`src/rtl/radio_tx_pkg.sv`:
```
package radio_tx_pkg;

  localparam int NUM_FRAMES  = 12;
  localparam int FR_CFG_LAST = 8;
  localparam int FR_STAT_RD  = 9;
  localparam int FR_FINAL    = NUM_FRAMES - 1;

  localparam logic [7:0] OP_WRITE_REG = 8'h20;
  localparam logic [7:0] OP_LOAD_PLD  = 8'hA0;
  localparam logic [7:0] OP_FLUSH_TX  = 8'hE1;
  localparam logic [7:0] RG_CFG       = 8'h00;
  localparam logic [7:0] RG_AUTOACK   = 8'h01;
  localparam logic [7:0] RG_PIPES     = 8'h02;
  localparam logic [7:0] RG_RETRY     = 8'h04;
  localparam logic [7:0] RG_CHAN      = 8'h05;
  localparam logic [7:0] RG_RFSET     = 8'h06;
  localparam logic [7:0] RG_STAT      = 8'h07;
  localparam logic [7:0] RG_PIPE0_ADR = 8'h0A;
  localparam logic [7:0] RG_DEST_ADR  = 8'h10;

  typedef enum logic [2:0] {
    ST_IDLE,
    ST_LEAD,
    ST_BYTE,
    ST_TRAIL,
    ST_GAP,
    ST_CE_HOLD,
    ST_WAIT_IRQ
  } seq_state_t;

  // Number of bytes in each command frame of the script.
  function automatic logic [2:0] frame_len(input logic [3:0] fr);
    case (fr)
      4'd0, 4'd1: frame_len = 3'd6;
      4'd2:       frame_len = 3'd5;
      4'd11:      frame_len = 3'd1;
      default:    frame_len = 3'd2;
    endcase
  endfunction

  // Byte at position pos of frame fr; position 0 is the command byte.
  function automatic logic [7:0] frame_byte(input logic [3:0] fr,
                                            input logic [2:0] pos,
                                            input logic [31:0] pld,
                                            input logic [39:0] adr);
    int k;
    logic [7:0] a_b, p_b, cmd, dat;
    k   = (pos == 3'd0) ? 0 : int'(pos) - 1;
    a_b = 8'(adr >> (8 * k));
    p_b = 8'(pld >> (8 * k));
    case (fr)
      4'd0:    begin cmd = OP_WRITE_REG | RG_DEST_ADR;  dat = a_b;   end
      4'd1:    begin cmd = OP_WRITE_REG | RG_PIPE0_ADR; dat = a_b;   end
      4'd2:    begin cmd = OP_LOAD_PLD;                 dat = p_b;   end
      4'd3:    begin cmd = OP_WRITE_REG | RG_AUTOACK;   dat = 8'h01; end
      4'd4:    begin cmd = OP_WRITE_REG | RG_PIPES;     dat = 8'h01; end
      4'd5:    begin cmd = OP_WRITE_REG | RG_RETRY;     dat = 8'h1F; end
      4'd6:    begin cmd = OP_WRITE_REG | RG_CHAN;      dat = 8'd40; end
      4'd7:    begin cmd = OP_WRITE_REG | RG_RFSET;     dat = 8'h0F; end
      4'd8:    begin cmd = OP_WRITE_REG | RG_CFG;       dat = 8'h0E; end
      4'd9:    begin cmd = RG_STAT;                     dat = 8'h00; end
      4'd10:   begin cmd = OP_WRITE_REG | RG_STAT;      dat = 8'hFF; end
      default: begin cmd = OP_FLUSH_TX;                 dat = 8'h00; end
    endcase
    frame_byte = (pos == 3'd0) ? cmd : dat;
  endfunction

endpackage

```
`src/rtl/radio_sync2.sv`:
```
module radio_sync2 #(
  parameter logic RESET_VAL = 1'b1
) (
  input  logic clk,
  input  logic rst,
  input  logic d,
  output logic q
);
  logic meta;

  always_ff @(posedge clk) begin
    if (rst) begin
      meta <= RESET_VAL;
      q    <= RESET_VAL;
    end else begin
      meta <= d;
      q    <= meta;
    end
  end
endmodule

```
`src/rtl/spi_byte_engine.sv`:
```
module spi_byte_engine #(
  parameter int HALF_CYC = 4
) (
  input  logic       clk,
  input  logic       rst,
  input  logic       start,
  input  logic [7:0] tx_byte,
  input  logic       miso,
  output logic       sck,
  output logic       mosi,
  output logic       done,
  output logic [7:0] rx_byte
);
  localparam int CW = (HALF_CYC > 1) ? $clog2(HALF_CYC) : 1;
  localparam logic [CW-1:0] DIV_LAST = CW'(HALF_CYC - 1);

  logic          busy;
  logic [CW-1:0] div_cnt;
  logic [2:0]    bit_cnt;
  logic [7:0]    tx_sh;
  logic [7:0]    rx_sh;

  always_ff @(posedge clk) begin
    if (rst) begin
      busy    <= 1'b0;
      div_cnt <= '0;
      bit_cnt <= '0;
      tx_sh   <= '0;
      rx_sh   <= '0;
      rx_byte <= '0;
      sck     <= 1'b0;
      mosi    <= 1'b0;
      done    <= 1'b0;
    end else begin
      done <= 1'b0;
      if (!busy) begin
        if (start) begin
          busy    <= 1'b1;
          tx_sh   <= tx_byte;
          mosi    <= tx_byte[7];
          div_cnt <= '0;
          bit_cnt <= '0;
          sck     <= 1'b0;
        end
      end else if (div_cnt != DIV_LAST) begin
        div_cnt <= div_cnt + 1'b1;
      end else begin
        div_cnt <= '0;
        if (!sck) begin
          sck   <= 1'b1;
          rx_sh <= (rx_sh << 1) | 8'(miso);
        end else begin
          sck <= 1'b0;
          if (bit_cnt == 3'd7) begin
            busy    <= 1'b0;
            done    <= 1'b1;
            rx_byte <= rx_sh;
          end else begin
            bit_cnt <= bit_cnt + 1'b1;
            tx_sh   <= tx_sh << 1;
            mosi    <= tx_sh[6];
          end
        end
      end
    end
  end
endmodule

```
`src/rtl/radio_tx_seq.sv`:
```
module radio_tx_seq
  import radio_tx_pkg::*;
#(
  parameter logic [39:0] ADDR         = 40'hC3_5A_19_E7_42,
  parameter int          SCK_HALF     = 4,
  parameter int          CE_PULSE_CYC = 600,
  parameter int          CSN_GUARD    = 2
) (
  input  logic        clk,
  input  logic        rst,
  input  logic        start,
  input  logic [31:0] payload,
  input  logic        miso,
  input  logic        irq_n,
  output logic        sck,
  output logic        mosi,
  output logic        csn,
  output logic        ce,
  output logic        done,
  output logic        tx_ok,
  output logic        tx_fail
);
  localparam int TLIM = (CE_PULSE_CYC > CSN_GUARD) ? CE_PULSE_CYC : CSN_GUARD;
  localparam int TW   = $clog2(TLIM + 1);
  localparam logic [TW-1:0] GUARD_LAST = TW'(CSN_GUARD - 1);
  localparam logic [TW-1:0] PULSE_LAST = TW'(CE_PULSE_CYC - 1);

  seq_state_t  st;
  logic [3:0]  fr;
  logic [2:0]  bp;
  logic [TW-1:0] tmr;
  logic [31:0] pay_q;
  logic        eng_start;
  logic [7:0]  eng_byte;
  logic        eng_done;
  logic [7:0]  eng_rx;
  logic        irq_s;
  logic        ok_q, fail_q;

  radio_sync2 #(.RESET_VAL(1'b1)) u_irq_sync (
    .clk (clk),
    .rst (rst),
    .d   (irq_n),
    .q   (irq_s)
  );

  spi_byte_engine #(.HALF_CYC(SCK_HALF)) u_engine (
    .clk     (clk),
    .rst     (rst),
    .start   (eng_start),
    .tx_byte (eng_byte),
    .miso    (miso),
    .sck     (sck),
    .mosi    (mosi),
    .done    (eng_done),
    .rx_byte (eng_rx)
  );

  always_ff @(posedge clk) begin
    if (rst) begin
      st        <= ST_IDLE;
      fr        <= '0;
      bp        <= '0;
      tmr       <= '0;
      pay_q     <= '0;
      eng_start <= 1'b0;
      eng_byte  <= '0;
      csn       <= 1'b1;
      ce        <= 1'b0;
      done      <= 1'b0;
      ok_q      <= 1'b0;
      fail_q    <= 1'b0;
      tx_ok     <= 1'b0;
      tx_fail   <= 1'b0;
    end else begin
      eng_start <= 1'b0;
      done      <= 1'b0;
      case (st)
        ST_IDLE: begin
          if (start) begin
            pay_q <= payload;
            fr    <= '0;
            bp    <= '0;
            tmr   <= '0;
            csn   <= 1'b0;
            st    <= ST_LEAD;
          end
        end
        ST_LEAD: begin
          if (tmr == GUARD_LAST) begin
            tmr       <= '0;
            eng_start <= 1'b1;
            eng_byte  <= frame_byte(fr, 3'd0, pay_q, ADDR);
            st        <= ST_BYTE;
          end else begin
            tmr <= tmr + 1'b1;
          end
        end
        ST_BYTE: begin
          if (eng_done) begin
            if (fr == 4'(FR_STAT_RD) && bp == 3'd1) begin
              {ok_q, fail_q} <= 2'(eng_rx >> 4);
            end
            if (bp == frame_len(fr) - 3'd1) begin
              tmr <= '0;
              st  <= ST_TRAIL;
            end else begin
              bp        <= bp + 3'd1;
              eng_start <= 1'b1;
              eng_byte  <= frame_byte(fr, bp + 3'd1, pay_q, ADDR);
            end
          end
        end
        ST_TRAIL: begin
          if (tmr == GUARD_LAST) begin
            tmr <= '0;
            csn <= 1'b1;
            st  <= ST_GAP;
          end else begin
            tmr <= tmr + 1'b1;
          end
        end
        ST_GAP: begin
          if (tmr == GUARD_LAST) begin
            tmr <= '0;
            if (fr == 4'(FR_CFG_LAST)) begin
              ce <= 1'b1;
              st <= ST_CE_HOLD;
            end else if (fr == 4'(FR_FINAL)) begin
              done    <= 1'b1;
              tx_ok   <= ok_q;
              tx_fail <= fail_q;
              st      <= ST_IDLE;
            end else begin
              fr  <= fr + 4'd1;
              bp  <= '0;
              csn <= 1'b0;
              st  <= ST_LEAD;
            end
          end else begin
            tmr <= tmr + 1'b1;
          end
        end
        ST_CE_HOLD: begin
          if (tmr == PULSE_LAST) begin
            tmr <= '0;
            st  <= ST_WAIT_IRQ;
          end else begin
            tmr <= tmr + 1'b1;
          end
        end
        ST_WAIT_IRQ: begin
          if (!irq_s) begin
            ce  <= 1'b0;
            fr  <= fr + 4'd1;
            bp  <= '0;
            tmr <= '0;
            csn <= 1'b0;
            st  <= ST_LEAD;
          end
        end
        default: st <= ST_IDLE;
      endcase
    end
  end
endmodule

```
`config.mk`:
```
export PLATFORM = sky130hd
export DESIGN_NAME = radio_tx_seq
export DESIGN_NICKNAME = d
export VERILOG_FILES = /design/src/rtl/radio_tx_pkg.sv /design/src/rtl/radio_sync2.sv /design/src/rtl/spi_byte_engine.sv /design/src/rtl/radio_tx_seq.sv
export SDC_FILE = /design/constraint.sdc
export NUM_CORES = 1
export LEC_CHECK = 0
export ABC_AREA = 1
export BUFFER_PORTS_ARGS = -buffer_cell sky130_fd_sc_hd__buf_4
export CORE_UTILIZATION = 46
export CTS_CLUSTER_DIAMETER = 200
export DETAILED_ROUTE_END_ITERATION = 6
export HOLD_SLACK_MARGIN = 0.08
export SLEW_MARGIN = 20
export SYNTH_ARGS = -nofsm -noshare
export SYNTH_HDL_FRONTEND = slang
export SYNTH_SLANG_ARGS = --single-unit
```
`constraint.sdc`:
```
create_clock -name clk -period 4.9 [get_ports clk]
set_input_delay 1.225 -clock clk [delete_from_list [all_inputs] [get_ports clk]]
set_output_delay 1.225 -clock clk [all_outputs]
set_load 0.005 [all_outputs]
```
; Word-level counts from Yosys, hierarchy flattened
; Cells that the tools add are included.
[totals]
regBits = 98
out_inout_bits = 7
[op_classes]
addsub = 7
n_mux = 87
n_bitwise = 7
eq_ne = 38
shift = 2
n_reduce_logical = 30
[ops]
columns = op, count
row1 = $pmux 8 s11, 1
row2 = $mux 3, 24
row3 = $pmux 8 s8, 1
row4 = $mux 10, 6
row5 = $pmux 10 s5, 1
row6 = $shr 40x32->8 const A, 1
row7 = $mux 7, 5
row8 = $mux 8, 4
row9 = $shr 32x32->8, 1
row10 = $mux 29, 1
row11 = $mux 1, 28
row12 = $ne 2x2->1 const B, 14
row13 = $pmux 3 s7, 1
row14 = $mux 4, 5
row15 = $reduce_and 4->1, 5
row16 = $eq 4x3->1 const B, 4
row17 = $eq 4x4->1 const B, 4
row18 = $pmux 8 s2, 1
row19 = $reduce_and 8->1, 2
row20 = $eq 3x3->1 const B, 4
row21 = $pmux 3 s4, 1
row22 = $pmux 4 s3, 1
row23 = $add 10x1->10 const B, 1
row24 = $eq 10x1->1 const B, 1
row25 = other kinds (33), 54

; Longest topological paths before layout
[logic_depth]
ltp_word = 11
ltp_mapped = 18
mapped_depth_nobuf = 18

; By module
; From an unflattened synthesis, not the netlist that was laid out.
[unflattened]
hier_cells = 803
area_unflattened_um2 = 5377.7
[modules_own_cells]
columns = mod, cells_each, seq_area_each_um2, n_inst, area_per_inst_um2
row1 = radio_tx_seq, 595, 1361.3, 1, 3930.0
row2 = spi_byte_engine, 201, 640.6, 1, 1388.8
row3 = radio_sync2, 7, 40.0, 1, 58.8

; Worst setup path before layout
; OpenSTA, ideal clock, no wires.
[synth_timing]
kind = input to register
from = in rst
to = reg csn
arrival_time_ns = 2.069
cell_stages = 5
setup_slack_ns = 2.683
setup_ns = 0.148
cell_sequence = clkbuf_1 inv_1 clkbuf_1 buf_1 o311ai_0
[synth_rtl]
columns = element, line
row1 = "start, declared", radio_tx_seq.sv:10  ; input logic rst,
row2 = "end signal, assigned", radio_tx_seq.sv:68  ; csn <= 1'b1;
row3 = "end signal, assigned", radio_tx_seq.sv:85  ; csn <= 1'b0;
row4 = "end signal, assigned", radio_tx_seq.sv:117  ; csn <= 1'b1;
row5 = "end, declared", radio_tx_seq.sv:17  ; output logic csn,
; No word-level cell between the ends.

; Worst setup path in the final report
[layout_timing]
from = reg bp[0]
to = reg eng_byte[3]
[layout_via]
elab_chain_len = 9
[layout_rtl]
columns = element, line
row1 = "start, declared", radio_tx_seq.sv:30  ; logic [2:0] bp;
row2 = "start signal, assigned", radio_tx_seq.sv:108  ; bp <= bp + 3'd1;
row3 = $add 3x1->3, radio_tx_seq.sv:110  ; eng_byte <= frame_byte(fr, bp + 3'd1, pay_q, ADDR);
row4 = $sub 3x1->4 / $logic_not 3->1 (equally long branches), "radio_tx_pkg.sv:48, radio_tx_pkg.sv:65"
row5 = $mux 29, radio_tx_pkg.sv:48  ; k = (pos == 3'd0) ? 0 : int'(pos) - 1;
row6 = $shr 40x32->8 / $shr 32x32->8 (equally long branches), "radio_tx_pkg.sv:49, radio_tx_pkg.sv:50"
row7 = $pmux 8 s8, radio_tx_pkg.sv:51  ; case (fr)
row8 = $mux 8, radio_tx_pkg.sv:65  ; frame_byte = (pos == 3'd0) ? cmd : dat;
row9 = $mux 8, radio_tx_seq.sv:104  ; if (bp == frame_len(fr) - 3'd1) begin
row10 = $mux 8, radio_tx_seq.sv:100  ; if (eng_done) begin
row11 = $pmux 8 s2, radio_tx_seq.sv:78  ; case (st)
row12 = "end signal, assigned", radio_tx_seq.sv:93  ; eng_byte <= frame_byte(fr, 3'd0, pay_q, ADDR);
row13 = "end signal, assigned", radio_tx_seq.sv:110
row14 = "end, declared", radio_tx_seq.sv:34  ; logic [7:0] eng_byte;
; Several ways; a longest one is shown, not always the timed one. The select of a mux whose other input is x is not followed.
; A chain may end at the register's enable or synchronous reset.

==> results.txt <==
TritonCTS built the clock tree. The synthesized instance count is 735. The fraction of the yosys area taken by sequential cells is 38.33%. The total of flip-flops plus latches after synthesis is 94. The depth of the CTS H-tree is 3.

The final antenna-violating net count came out at 0. The number of cells on the worst reg-to-reg path is 17. After clock tree synthesis, the clock-pin slew on the worst setup and hold paths is 0.10 ns.

The largest net degree at the start of global routing is 44. The final HPWL from detailed placement came out at 8778 µm. The layout overhead on the synthesized area came out at 11.60%. The cell depth of the worst hold path came out at 2. The tightest min-delay check is of the flop to flop type. The number of buffers inserted for hold repair after clock tree synthesis is 0.

The final critical delay including setup and external delays came out at roughly 2.8 ns. The proportion of netlist area held by the largest area contributor came out at 38.33%. The total number of vias is 4748.

The die boundary width is 105.3 µm. The wire length per cell came out at 13.40 µm. The unique cell type count in the Yosys netlist is 34. The number of detailed-routing iterations run before antenna repair is 5. The overall global routing resource usage is 23.44%. STA classifies the critical path startpoint as a flop. During synthesis, Yosys emitted a total of 0 warnings. The detail-routed via count per cell came out at 5.264. The maximum net fanout on the critical path is 18. The fraction of the cycle the final worst path needs came out at 57.73%.

The total overflow reported by the global router is 0. The power density over the cells is 480.2 mW/mm². Clock tree synthesis selected as its root buffer the cell sky130_fd_sc_hd__clkbuf_8.

The number of buffers inserted during clock tree synthesis is 9. The upper clock frequency limit is 353.5 MHz. The post-synthesis cell type with the largest combined area is sky130_fd_sc_hd__dfxtp_1. Summing every instance area after synthesis gives a little under 0.005 mm². The setup TNS after final layout is 0 ns. At the later pin of the worst-skew pair, clock insertion delay measures 0.38 ns. The critical path start-end classification is flop to flop. Setup repair after global routing left no endpoint under its margin.

Cells fill 53.07% of the core in the end. The row count came out at 37. After synthesis, the mean cell area works out to 6.680 µm². The worst path arrival time came out at 3.10 ns. The most critical setup path has its startpoint at bp[0].

The post-route clock skew came out at approximately 0.014 ns. The worst hold path terminates at pay_q[14]. At the pin with the least slew margin, the transition time is 0.9239 ns. With fillers left out, the area of the finished cells amounts to 0.005479 mm². The maximum ir drop on the vdd rail is 0.0002395 V. The count of boundary I/O pins is 44. The vertical die dimension came out at 105.3 µm.

The setup slack on the worst flop-to-flop path is 2.07 ns. For this run, the post-layout net count is 813. The first global-routing pass estimated 20850 µm of wire. The worst register-to-register path ends at eng_byte[3]. The routability congestion estimate from global placement came out at 0.8625. The share of final-layout standard cells stronger than drive strength 1 is 12.27%. The count of pins over their slew limit came out at 0. The number of buffers added on ports came out at 43. In the routed design, unresolved DRC markers number 0. In this run the most critical hold path is launched from pay_q[14].

The total routed wirelength came out at 12090 µm. The clock net sink count is 94. The net count after synthesis is 787. The starting DRC count in detailed routing came out at roughly 270. The area inside the core boundary is 0.01032 mm². STA classifies the critical path endpoint as a flop. Summed over all cells, the static leakage comes to 2.380 nW. Sorting the synthesized cells by area gives the leading types as sky130_fd_sc_hd__dfxtp_1 38%, sky130_fd_sc_hd__nand2_1 13%, sky130_fd_sc_hd__a21oi_1 7.4%. The worst-case clock buffer depth came out at 2. The number of gates resized after cts is 0.

The required arrival time at the worst endpoint came out at 5.17 ns. The run finished with clean final reports. The count of final hold-check violations is 0. After filler insertion, the fill cell instance count of the layout stands at approximately 1100. The worst max-slew margin expressed relative to the limit is between 30% and 40%. The post-CTS setup repair buffer count is 0.

The count of final setup violators came out at 0. The number of antenna violations at the first check in global routing came out at 0. The via count of the first global-routing pass came to 4398. The count of max-cap constraint violations is 0. The worst register-to-register path begins at bp[0]. The die area came out at 0.01109 mm². Once placement finished, the instance area stood at 0.005275 mm². The initial utilization of the core area, before any placement, comes to 47.56%.

The final antenna diode count is 0.
==> layout make-up <==
cell class | count | area [µm²] | area share [%]
multi-input cells | 523 | 2555 | 46.63
well taps | 136 | 170.2 | 3.106
clock inverters | 7 | 80.08 | 1.462
inverters | 88 | 330.3 | 6.029
repair buffers | 45 | 337.8 | 6.166
flip-flops and latches | 94 | 1882 | 34.35
clock buffers | 9 | 123.9 | 2.261
==> cell usage in the layout, fill, tap and decap left out, types with 9 or more instances in the layout <==
master,instances
sky130_fd_sc_hd__a21oi_1,73
sky130_fd_sc_hd__a31oi_1,10
sky130_fd_sc_hd__buf_4,45
sky130_fd_sc_hd__clkbuf_8,9
sky130_fd_sc_hd__dfxtp_1,94
sky130_fd_sc_hd__ha_1,15
sky130_fd_sc_hd__inv_1,80
sky130_fd_sc_hd__nand2_1,171
sky130_fd_sc_hd__nand3_1,71
sky130_fd_sc_hd__nand4_1,11
sky130_fd_sc_hd__nor2_1,60
sky130_fd_sc_hd__nor3_1,11
sky130_fd_sc_hd__o21ai_0,58
==> state kept, by name, summed over array words and instances (netlist names), 4 cells and up <==
register / cells
pay_q: 32
tmr: 10
eng_byte: 8
u_engine.tx_sh: 7
u_engine.rx_sh: 6
fr: 4
==> cell families after synthesis <==
| group | Yosys count | synth area share (%) |
|---|---|---|
| DFF | 94 | 38.33 |
| and+or+nand+nor | 348 | 30.91 |
| xor gates and xnor gates | 1 | 0.1784 |
| AOI/OAI and AO/OA | 159 | 17.13 |
| buffers and inverters | 118 | 9.633 |
| adders and majority gates | 15 | 3.823 |
==> cells in the mapped netlist <==
| master | instances |
|---|---|
| sky130_fd_sc_hd__a31oi_1 | 10 |
| sky130_fd_sc_hd__nand3_2 | 2 |
| sky130_fd_sc_hd__nand3_1 | 71 |
| sky130_fd_sc_hd__o211ai_1 | 4 |
| sky130_fd_sc_hd__nand4_1 | 11 |
| sky130_fd_sc_hd__or3_1 | 1 |
| sky130_fd_sc_hd__nand2_1 | 171 |
| sky130_fd_sc_hd__a31o_2 | 1 |
| sky130_fd_sc_hd__or2_2 | 6 |
| sky130_fd_sc_hd__inv_1 | 80 |
| sky130_fd_sc_hd__nor2_1 | 60 |
| sky130_fd_sc_hd__buf_1 | 2 |
| sky130_fd_sc_hd__nor2_2 | 4 |
| sky130_fd_sc_hd__o21ai_0 | 58 |
| sky130_fd_sc_hd__o21ai_1 | 7 |
| sky130_fd_sc_hd__xor2_1 | 1 |
| sky130_fd_sc_hd__dfxtp_1 | 94 |
| sky130_fd_sc_hd__a21oi_1 | 73 |
| sky130_fd_sc_hd__o22ai_1 | 2 |
| sky130_fd_sc_hd__a21oi_2 | 1 |
| sky130_fd_sc_hd__buf_6 | 2 |
| sky130_fd_sc_hd__nor3_1 | 11 |
| sky130_fd_sc_hd__nor2_4 | 2 |
| sky130_fd_sc_hd__buf_4 | 2 |
| sky130_fd_sc_hd__o21ai_2 | 1 |
| sky130_fd_sc_hd__o211a_1 | 1 |
| sky130_fd_sc_hd__or2_1 | 1 |
| sky130_fd_sc_hd__inv_2 | 8 |
| sky130_fd_sc_hd__o311ai_0 | 1 |
| sky130_fd_sc_hd__nor3_2 | 1 |
| sky130_fd_sc_hd__buf_2 | 6 |
| sky130_fd_sc_hd__clkbuf_1 | 18 |
| sky130_fd_sc_hd__ha_1 | 15 |
| sky130_fd_sc_hd__nand2_2 | 7 |
==> worst max-delay path by stage <==
stage,endpoint,slack (ns),cells after the start
6_report,eng_byte[3],2.07,17
2_1_floorplan,csn,2.68,5
3_5_place_dp,fr[2],1.97,7
4_1_cts,eng_byte[3],2.08,17
5_1_grt,eng_byte[0],1.69,15
3_3_place_gp,fr[3],2.01,7
==> stage by stage <==
stage	total power (W)	hold slack, ns	cells	setup slack (ns)
global route	0.002876	0.4659	902	1.692
global placement	0.002090	0.4252	886	2.014
detailed placement	0.002095	0.4356	886	1.971
CTS	0.002644	0.4496	902	2.080
floorplan	0.001859	0.3895	735	2.683
finish	0.002631	0.4467	902	2.071
==> report_power, final <==
group | leakage [nW] | internal, W | switching, W
Clock | 0.102 | 0.000243 | 0.000296
Combinational | 1.51 | 0.000340 | 0.000753
Sequential | 0.768 | 0.000902 | 0.0000974
==> critical path, stage by stage, from the launching register on <==
cell	delay, ns
sky130_fd_sc_hd__dfxtp_1	0.46
sky130_fd_sc_hd__ha_1	0.23
sky130_fd_sc_hd__inv_1	0.07
sky130_fd_sc_hd__nand2_1	0.08
sky130_fd_sc_hd__nand2_1	0.09
sky130_fd_sc_hd__ha_1	0.23
sky130_fd_sc_hd__inv_1	0.06
sky130_fd_sc_hd__nand2_1	0.31
sky130_fd_sc_hd__inv_1	0.47
sky130_fd_sc_hd__nand3_1	0.13
sky130_fd_sc_hd__nand3_1	0.10
sky130_fd_sc_hd__inv_1	0.08
sky130_fd_sc_hd__nand3_1	0.09
sky130_fd_sc_hd__nand3_1	0.07
sky130_fd_sc_hd__nand2_1	0.06
sky130_fd_sc_hd__nand2_1	0.05
sky130_fd_sc_hd__nor2_1	0.09
sky130_fd_sc_hd__nor2_1	0.05
==> routing by layer <==
| metal | share of wire (%) | wire (µm) | track usage (%) |
|---|---|---|---|
| met1 | 51 | 6182 | 33.68 |
| met2 | 43 | 5252 | 35.39 |
| met3 | 3.9 | 477 | 3.030 |
| met4 | 1.5 | 177 | 9.356 |
| met5 | 0 | 0 | 0 |
Note: power is estimated with default switching activity, not from simulation.
